<file path="src/rtl/sfc_pkg.sv">
package sfc_pkg;

    typedef enum logic [2:0] {
        ST_IDLE   = 3'd0,
        ST_READY  = 3'd1,
        ST_RECV   = 3'd2,
        ST_LOADED = 3'd3,
        ST_EXEC   = 3'd4,
        ST_RESP   = 3'd5,
        ST_DONE   = 3'd6
    } sfc_state_e;

    localparam logic [2:0] SEL_STATUS   = 3'd0;
    localparam logic [2:0] SEL_BURST_LO = 3'd1;
    localparam logic [2:0] SEL_BURST_HI = 3'd2;
    localparam logic [2:0] SEL_EXT      = 3'd3;
    localparam logic [2:0] SEL_DATA     = 3'd4;

    localparam int B_VALID    = 7;
    localparam int B_READY    = 6;
    localparam int B_GO       = 5;
    localparam int B_AVAIL    = 4;
    localparam int B_EXPECT   = 3;
    localparam int B_SELFTEST = 2;
    localparam int B_RETRY    = 1;
    localparam int B_CANCEL   = 0;

    localparam logic [1:0] FAMILY_CODE = 2'b01;

endpackage

</file>
<file path="src/rtl/sfc_fsm.sv">
module sfc_fsm
    import sfc_pkg::*;
(
    input  logic       clk,
    input  logic       rst_n,
    input  logic       wr_ready,
    input  logic       wr_go,
    input  logic       wr_retry,
    input  logic       wr_byte,
    input  logic       rd_byte,
    input  logic       done,
    input  logic       cmd_last,
    input  logic       rsp_last,
    input  logic       rsp_zero,
    input  logic       rsp_has,
    output sfc_state_e state,
    output logic       acc_ready,
    output logic       acc_byte,
    output logic       acc_go,
    output logic       acc_done,
    output logic       acc_retry,
    output logic       acc_read
);

    sfc_state_e nxt;

    always_ff @(posedge clk) begin
        if (!rst_n) state <= ST_IDLE;
        else        state <= nxt;
    end

    always_comb begin
        nxt       = state;
        acc_ready = 1'b0;
        acc_byte  = 1'b0;
        acc_go    = 1'b0;
        acc_done  = 1'b0;
        acc_retry = 1'b0;
        acc_read  = 1'b0;
        unique case (state)
            ST_IDLE: begin
                if (wr_ready) begin
                    acc_ready = 1'b1;
                    nxt       = ST_READY;
                end
            end
            ST_READY, ST_RECV: begin
                if (wr_byte) begin
                    acc_byte = 1'b1;
                    nxt      = cmd_last ? ST_LOADED : ST_RECV;
                end
            end
            ST_LOADED: begin
                if (wr_go) begin
                    acc_go = 1'b1;
                    nxt    = ST_EXEC;
                end
            end
            ST_EXEC: begin
                if (done) begin
                    acc_done = 1'b1;
                    nxt      = rsp_zero ? ST_DONE : ST_RESP;
                end
            end
            ST_RESP: begin
                if (wr_retry) begin
                    acc_retry = 1'b1;
                end else if (rd_byte) begin
                    acc_read = 1'b1;
                    if (rsp_last) nxt = ST_DONE;
                end
            end
            ST_DONE: begin
                if (wr_ready) begin
                    acc_ready = 1'b1;
                    nxt       = ST_READY;
                end else if (wr_retry && rsp_has) begin
                    acc_retry = 1'b1;
                    nxt       = ST_RESP;
                end
            end
            default: nxt = ST_IDLE;
        endcase
    end

endmodule

</file>
<file path="src/rtl/sfc_cmd_track.sv">
module sfc_cmd_track #(
    parameter int CNT_W     = 16,
    parameter int MAX_BURST = 8
) (
    input  logic             clk,
    input  logic             rst_n,
    input  logic             clear,
    input  logic             push,
    input  logic [7:0]       data,
    output logic             cmd_last,
    output logic [CNT_W-1:0] cmd_burst
);

    localparam int LEN_W = 32;
    localparam logic [LEN_W-1:0] BURST_L = LEN_W'(MAX_BURST);

    logic [CNT_W-1:0] cnt;
    logic [LEN_W-1:0] len;
    logic [LEN_W-1:0] cnt_ext;
    logic [LEN_W-1:0] next_len;
    logic [LEN_W-1:0] remain;
    logic             in_size_field;
    logic             len_known;

    assign cnt_ext       = LEN_W'(cnt);
    assign in_size_field = (cnt_ext >= 32'd2) && (cnt_ext <= 32'd5);
    assign next_len      = in_size_field ? {len[LEN_W-9:0], data} : len;
    assign cmd_last      = (cnt_ext >= 32'd5) && ((cnt_ext + 32'd1) >= next_len);
    assign len_known     = (cnt_ext >= 32'd6);
    assign remain        = (len > cnt_ext) ? (len - cnt_ext) : '0;

    always_comb begin
        if (!len_known)          cmd_burst = CNT_W'(MAX_BURST);
        else if (remain > BURST_L) cmd_burst = CNT_W'(MAX_BURST);
        else                     cmd_burst = CNT_W'(remain);
    end

    always_ff @(posedge clk) begin
        if (!rst_n || clear) begin
            cnt <= '0;
            len <= '0;
        end else if (push) begin
            cnt <= cnt + 1'b1;
            len <= next_len;
        end
    end

endmodule

</file>
<file path="src/rtl/sfc_rsp_track.sv">
module sfc_rsp_track #(
    parameter int CNT_W     = 16,
    parameter int MAX_BURST = 8
) (
    input  logic             clk,
    input  logic             rst_n,
    input  logic             load,
    input  logic [CNT_W-1:0] load_len,
    input  logic             rewind,
    input  logic             adv,
    output logic [CNT_W-1:0] ptr,
    output logic [CNT_W-1:0] len,
    output logic             rsp_last,
    output logic             rsp_has,
    output logic [CNT_W-1:0] rsp_burst
);

    localparam logic [CNT_W-1:0] BURST_C = CNT_W'(MAX_BURST);

    logic [CNT_W-1:0] remain;

    assign remain    = (len > ptr) ? (len - ptr) : '0;
    assign rsp_last  = ((ptr + 1'b1) == len);
    assign rsp_has   = (len != '0);
    assign rsp_burst = (remain > BURST_C) ? BURST_C : remain;

    always_ff @(posedge clk) begin
        if (!rst_n) begin
            ptr <= '0;
            len <= '0;
        end else if (load) begin
            ptr <= '0;
            len <= load_len;
        end else if (rewind) begin
            ptr <= '0;
        end else if (adv) begin
            ptr <= ptr + 1'b1;
        end
    end

endmodule

</file>
<file path="src/rtl/sfc_status_ctrl.sv">
module sfc_status_ctrl
    import sfc_pkg::*;
#(
    parameter int CNT_W     = 16,
    parameter int MAX_BURST = 8
) (
    input  logic             clk,
    input  logic             rst_n,
    input  logic             host_wr_en,
    input  logic [2:0]       host_wr_sel,
    input  logic [7:0]       host_wr_data,
    input  logic             host_rd_en,
    input  logic [2:0]       host_rd_sel,
    output logic [7:0]       host_rd_data,
    output logic             cmd_push,
    output logic [7:0]       cmd_data,
    output logic             exec_start,
    output logic             exec_abort,
    input  logic             exec_done,
    input  logic [CNT_W-1:0] exec_rsp_len,
    output logic [CNT_W-1:0] rsp_addr,
    input  logic [7:0]       rsp_byte,
    input  logic             selftest_done
);

    sfc_state_e       state;
    logic             wr_status, wr_ext, wr_data, rd_data;
    logic             acc_ready, acc_byte, acc_go, acc_done, acc_retry, acc_read;
    logic             cmd_last, rsp_last, rsp_has;
    logic [CNT_W-1:0] cmd_burst, rsp_burst, rsp_len;
    logic [15:0]      burst;
    logic             wr_seen;
    logic             valid;
    logic [7:0]       stat_byte;
    logic [7:0]       ext_byte;

    assign wr_status = host_wr_en && (host_wr_sel == SEL_STATUS);
    assign wr_ext    = host_wr_en && (host_wr_sel == SEL_EXT);
    assign wr_data   = host_wr_en && (host_wr_sel == SEL_DATA);
    assign rd_data   = host_rd_en && (host_rd_sel == SEL_DATA);

    sfc_fsm u_fsm (
        .clk       (clk),
        .rst_n     (rst_n),
        .wr_ready  (wr_status && host_wr_data[B_READY]),
        .wr_go     (wr_status && host_wr_data[B_GO]),
        .wr_retry  (wr_status && host_wr_data[B_RETRY]),
        .wr_byte   (wr_data),
        .rd_byte   (rd_data),
        .done      (exec_done),
        .cmd_last  (cmd_last),
        .rsp_last  (rsp_last),
        .rsp_zero  (exec_rsp_len == '0),
        .rsp_has   (rsp_has),
        .state     (state),
        .acc_ready (acc_ready),
        .acc_byte  (acc_byte),
        .acc_go    (acc_go),
        .acc_done  (acc_done),
        .acc_retry (acc_retry),
        .acc_read  (acc_read)
    );

    sfc_cmd_track #(.CNT_W(CNT_W), .MAX_BURST(MAX_BURST)) u_cmd (
        .clk       (clk),
        .rst_n     (rst_n),
        .clear     (acc_ready),
        .push      (acc_byte),
        .data      (host_wr_data),
        .cmd_last  (cmd_last),
        .cmd_burst (cmd_burst)
    );

    sfc_rsp_track #(.CNT_W(CNT_W), .MAX_BURST(MAX_BURST)) u_rsp (
        .clk       (clk),
        .rst_n     (rst_n),
        .load      (acc_done),
        .load_len  (exec_rsp_len),
        .rewind    (acc_retry || acc_ready),
        .adv       (acc_read),
        .ptr       (rsp_addr),
        .len       (rsp_len),
        .rsp_last  (rsp_last),
        .rsp_has   (rsp_has),
        .rsp_burst (rsp_burst)
    );

    always_ff @(posedge clk) begin
        if (!rst_n) wr_seen <= 1'b0;
        else        wr_seen <= host_wr_en;
    end

    assign valid = !wr_seen;

    always_comb begin
        stat_byte             = '0;
        stat_byte[B_VALID]    = valid;
        stat_byte[B_READY]    = (state == ST_READY) || (state == ST_RECV) || (state == ST_LOADED);
        stat_byte[B_AVAIL]    = valid && (state == ST_RESP);
        stat_byte[B_EXPECT]   = valid && ((state == ST_READY) || (state == ST_RECV));
        stat_byte[B_SELFTEST] = selftest_done;
        ext_byte              = {4'b0000, FAMILY_CODE, 2'b00};
        unique case (state)
            ST_READY, ST_RECV: burst = 16'(cmd_burst);
            ST_RESP:           burst = 16'(rsp_burst);
            default:           burst = '0;
        endcase
    end

    always_comb begin
        unique case (host_rd_sel)
            SEL_STATUS:   host_rd_data = stat_byte;
            SEL_BURST_LO: host_rd_data = burst[7:0];
            SEL_BURST_HI: host_rd_data = burst[15:8];
            SEL_EXT:      host_rd_data = ext_byte;
            SEL_DATA:     host_rd_data = (state == ST_RESP) ? rsp_byte : 8'hFF;
            default:      host_rd_data = 8'h00;
        endcase
    end

    assign cmd_push   = acc_byte;
    assign cmd_data   = host_wr_data;
    assign exec_start = acc_go;
    assign exec_abort = wr_ext && host_wr_data[B_CANCEL] && (state == ST_EXEC) && !exec_done;

endmodule

</file>
<file path="config.mk">
export PLATFORM = sky130hd
export DESIGN_NAME = sfc_status_ctrl
export DESIGN_NICKNAME = d
export VERILOG_FILES = /design/src/rtl/sfc_pkg.sv /design/src/rtl/sfc_fsm.sv /design/src/rtl/sfc_cmd_track.sv /design/src/rtl/sfc_rsp_track.sv /design/src/rtl/sfc_status_ctrl.sv
export SDC_FILE = /design/constraint.sdc
export NUM_CORES = 1
export LEC_CHECK = 0
export BUFFER_PORTS_ARGS = -buffer_cell sky130_fd_sc_hd__buf_2
export CORE_ASPECT_RATIO = 0.5
export CORE_MARGIN = 3
export CORE_UTILIZATION = 25
export CTS_BUF_LIST = sky130_fd_sc_hd__clkbuf_8
export CTS_CLUSTER_DIAMETER = 50
export CTS_CLUSTER_SIZE = 40
export DETAILED_ROUTE_END_ITERATION = 10
export HOLD_SLACK_MARGIN = 0.12
export PLACE_DENSITY = 0.4
export SETUP_SLACK_MARGIN = 0.1
export SLEW_MARGIN = 20
export SYNTH_ARGS = -nofsm -noshare
export SYNTH_HDL_FRONTEND = slang
export SYNTH_SLANG_ARGS = --single-unit
</file>
<file path="constraint.sdc">
create_clock -name clk -period 9.9 [get_ports clk]
set_input_delay 2.475 -clock clk [delete_from_list [all_inputs] [get_ports clk]]
set_output_delay 2.475 -clock clk [all_outputs]
set_load 0.005 [all_outputs]
</file>
==> metrics.md <==
| Metric | Value |
|---|---|
| Top fanout value on the critical path | `5` |
| Routed via count | `between 7000 and 8000` |
| Setup TNS | `0 ns` |
| Last weighted congestion value of the routability-driven placer | `between 0.8 and 0.9` |
| Count of hold buffers inserted by post-cts repair | `0` |
| Commonest non-fill, non-tap cells in the layout | `138 x sky130_fd_sc_hd__nand2_1, 95 x sky130_fd_sc_hd__nor2_1, 84 x sky130_fd_sc_hd__dfxtp_1` |
| Crit path required time | `7.43 ns` |
| First-pass iteration count of the detailed router | `5` |
| Status | `completed` |
| Sequential cell area fraction in the yosys report | `0.228` |
| Type of the most critical hold path | `reg2reg` |
| Final #Nets | `about 1100` |
| Area enclosed by the die boundary | `31700 sq um` |
| Maximum cell stage delay along the critical path | `0.46 ns` |
| Placed inst area | `8040 sq um` |
| Yosys Warn Count | `0` |
| Initial core utilization | `0.260` |
| Transition time of the tightest slew-check pin | `just under 1 ns` |
| Global-route congestion overflow total | `0` |
| Num rows | `43` |
| Inserted Diodes | `0` |
| Total length of routed met2 wires | `between 10000 and 15000 microns` |
| HPWL after DPL | `~19000 microns` |
| Clock tree from TritonCTS | `yes` |
| Drt first-iter violations | `around 400` |
| Fraction of final layout cells sized beyond drive strength 1 | `0.116` |
| Static Leakage | `0.00344 uW` |
| Source-to-sink clock delay at the later pin of the worst-skew pair | `roughly 0.42 ns` |
| FF+latch count, synth | `84` |
| Capturing element type of the critical path | `primary output` |
| Flip-flop cell with the highest count after synthesis | `sky130_fd_sc_hd__dfxtp_1` |
| Highest-delay cell along the critical path | `sky130_fd_sc_hd__dfxtp_1` |
| Root Buffer | `sky130_fd_sc_hd__clkbuf_8` |
| Number of antenna violations at the first check in global routing | `0` |
| Clock input transition at the sequential cells of the worst setup and hold paths | `around 0.09 ns` |
| Number of buffers added for setup after CTS | `0` |
| Final Hold Viols | `0` |
| Cells after Synth | `986` |
| Longest Clk Path Bufs | `2` |
| GRT Resource Usage Total | `0.153` |
| Count of flip-flops with a built-in enable after synthesis | `0` |
| H-tree levels | `3` |
| Overall die width | `~250 microns` |
| Routed wl met3 | `835 microns` |
| Wire length of the first global-routing pass | `between 30000 and 40000 microns` |
| Period utilization | `0.655` |
| Type of the worst setup path | `reg2out` |
| Number of setup violations in the final report | `0` |
| RSZ-0062 raised after global routing | `false` |
| Post-route cell area | `8280 sq um` |
| Total number of clock tree sinks | `84` |
| Number of maximum-capacitance constraint violations | `0` |
| Avg Synthesized Cell Area | `between 7 and 8 sq um` |
| Minimum clock period | `6.48 ns` |
| Count of cell types in the netlist | `between 80 and 90` |
| Cell family with the largest share of critical-path delay | `simple AND/OR/NAND/NOR gates` |
| Die Height | `~130 microns` |
| Total power density per cell area | `~85 nW/um^2` |
| Remaining routing DRC violations | `0` |
| Uppermost metal layer occupied by signal nets | `met4` |
| Tot Pwr | `around 700 uW` |
| Layout overhead on the synthesized area | `12.3%` |
| Mapped Area | `~7400 sq um` |
| Fraction of synthesis flops using an asynchronous set or reset pin | `0` |
| Setup crit start kind | `flop` |
| Fillers | `just over 3000` |
| Number of clock buffers inserted by TritonCTS | `9` |
| CORE AREA | `28400 sq um` |
| Peak supply drop | `approximately 0.000057 V` |
| Arrival time of data at the critical path endpoint | `4.01 ns` |
| Largest net degree at the start of global routing | `49` |
| Number of instances resized during post-cts repair | `0` |
| Worst Clk Skew | `between 0.015 and 0.02 ns` |
| Leading cell type in the layout, fill and taps excluded | `sky130_fd_sc_hd__nand2_1` |
| Pins over their slew limit | `0` |
| Total Wirelength | `around 24000 microns` |
| Finished Layout Cells | `1413` |
| IO Port Bufs | `78` |
| Number of top-level pins | `79` |
| Headroom to the max-slew limit | `0.337` |
| Placed insts | `around 1400` |
| Routed length on met1 | `approximately 12000 microns` |
| Post-synthesis net count | `between 1000 and 1500` |
| Vias in the first global route | `approximately 7000` |
| Routed WL per cell | `~17 microns` |
| Antenna Nets Post-Route | `0` |
| Maximum clock frequency | `~0.15 GHz` |
| Buffering stage count on the worst path with inverters included | `2` |
| Cell-by-cell trace of the critical path | `ha_1 > inv_1 > fa_1 > a21oi_1 > o22ai_1 > or3_1 > a221oi_1 > nand4b_1 > nor4_1 > nand4_1 > nor2b_1 > a2111o_1 > buf_2` |
| Routed vias/inst | `~5` |
cell usage after synthesis, types with 9 or more instances:
master                     instances  area (sq um)
sky130_fd_sc_hd__a21o_1           15           113
sky130_fd_sc_hd__clkbuf_1         30           113
sky130_fd_sc_hd__and3_1           13          81.3
sky130_fd_sc_hd__inv_1            47           176
sky130_fd_sc_hd__or3_1            13          81.3
sky130_fd_sc_hd__dfxtp_1          84          1680
sky130_fd_sc_hd__o21a_1           11          82.6
sky130_fd_sc_hd__nand2_1         138           518
sky130_fd_sc_hd__mux2i_1          17           170
sky130_fd_sc_hd__nand3_1          32           160
sky130_fd_sc_hd__a211oi_1         20           150
sky130_fd_sc_hd__a21boi_0         19           143
sky130_fd_sc_hd__buf_2             9          45.0
sky130_fd_sc_hd__nor4_1           20           125
sky130_fd_sc_hd__ha_1             54           676
sky130_fd_sc_hd__nand4_1          13          81.3
sky130_fd_sc_hd__o21ai_0          36           180
sky130_fd_sc_hd__nor2_1           95           357
sky130_fd_sc_hd__xnor2_1          70           613
sky130_fd_sc_hd__a21oi_1          61           305
sky130_fd_sc_hd__nor3_1           29           145
sky130_fd_sc_hd__xor2_1           15           131
through the flow:
stage | hold WS [ns] | util | worst slack [ns]
2_1_floorplan | 0.436 | - | 3.75
3_3_place_gp | 0.446 | 0.284 | 3.55
3_5_place_dp | 0.451 | 0.284 | 3.49
4_1_cts | 0.464 | 0.292 | 3.33
5_1_grt | 0.482 | 0.292 | 3.10
6_report | 0.461 | 0.292 | 3.42
power by group:
part | internal (uW) | leakage, uW | switching, uW | total [uW]
sequential | 338 | 0.000677 | 1.09 | 339
clock | 172 | 0.000122 | 142 | 314
combinational | 20.1 | 0.00264 | 27.0 | 47.2
state kept, by name (all words and copies together), names as in the netlist:
signal,count
u_rsp.len,16
u_cmd.len,32
wr_seen,1
u_cmd.cnt,16
u_rsp.ptr,16
u_fsm.state,3
final cells by class:
cell class | instances | area, sq um | share of cell area
clock inverters | 5 | 100 | 0.0121
repair buffers | 82 | 420 | 0.0508
inverters | 47 | 176 | 0.0213
multi-input cells | 803 | 5290 | 0.638
clock buffers | 10 | 138 | 0.0166
well taps | 382 | 478 | 0.0577
flip-flops and latches | 84 | 1680 | 0.203
worst paths after layout:
kind / startpoint / endpoint / slack [ns] / depth (start not counted)
worst max-delay path: u_rsp.ptr[0] / host_rd_data[3] / 3.42 / 13
worst min-delay path: u_cmd.len[26] / u_cmd.len[26] / 0.46 / 2
worst min register to register: u_cmd.len[26] / u_cmd.len[26] / 0.46 / 2
worst max register to register: u_cmd.cnt[4] / u_fsm.state[0] / 4.92 / 14
logic make-up after synthesis:
| family | share of synthesized area |
|---|---|
| and+or+nand+nor | 0.272 |
| adders and majority gates | 0.0971 |
| DFF | 0.228 |
| AOI/OAI and AO/OA | 0.220 |
| buffers and inverters | 0.0560 |
| muxes | 0.0261 |
| xor gates and xnor gates | 0.101 |
tightest hold or removal path: cells and delay by family, from the launching register on:
| family | cells | cell delay, ns |
|---|---|---|
| flops | 1 | 0.32 |
| simple gates | 1 | 0.05 |
| compound gates | 1 | 0.05 |
layer usage:
metal / global-route usage / vias up
met4: 0.0466 / 0
met2: 0.256 / 103
met5: 0 / -
met3: 0.0332 / 27
met1: 0.200 / 3326
li1: - / 3623
No activity file was read; power rests on OpenSTA's default activity.
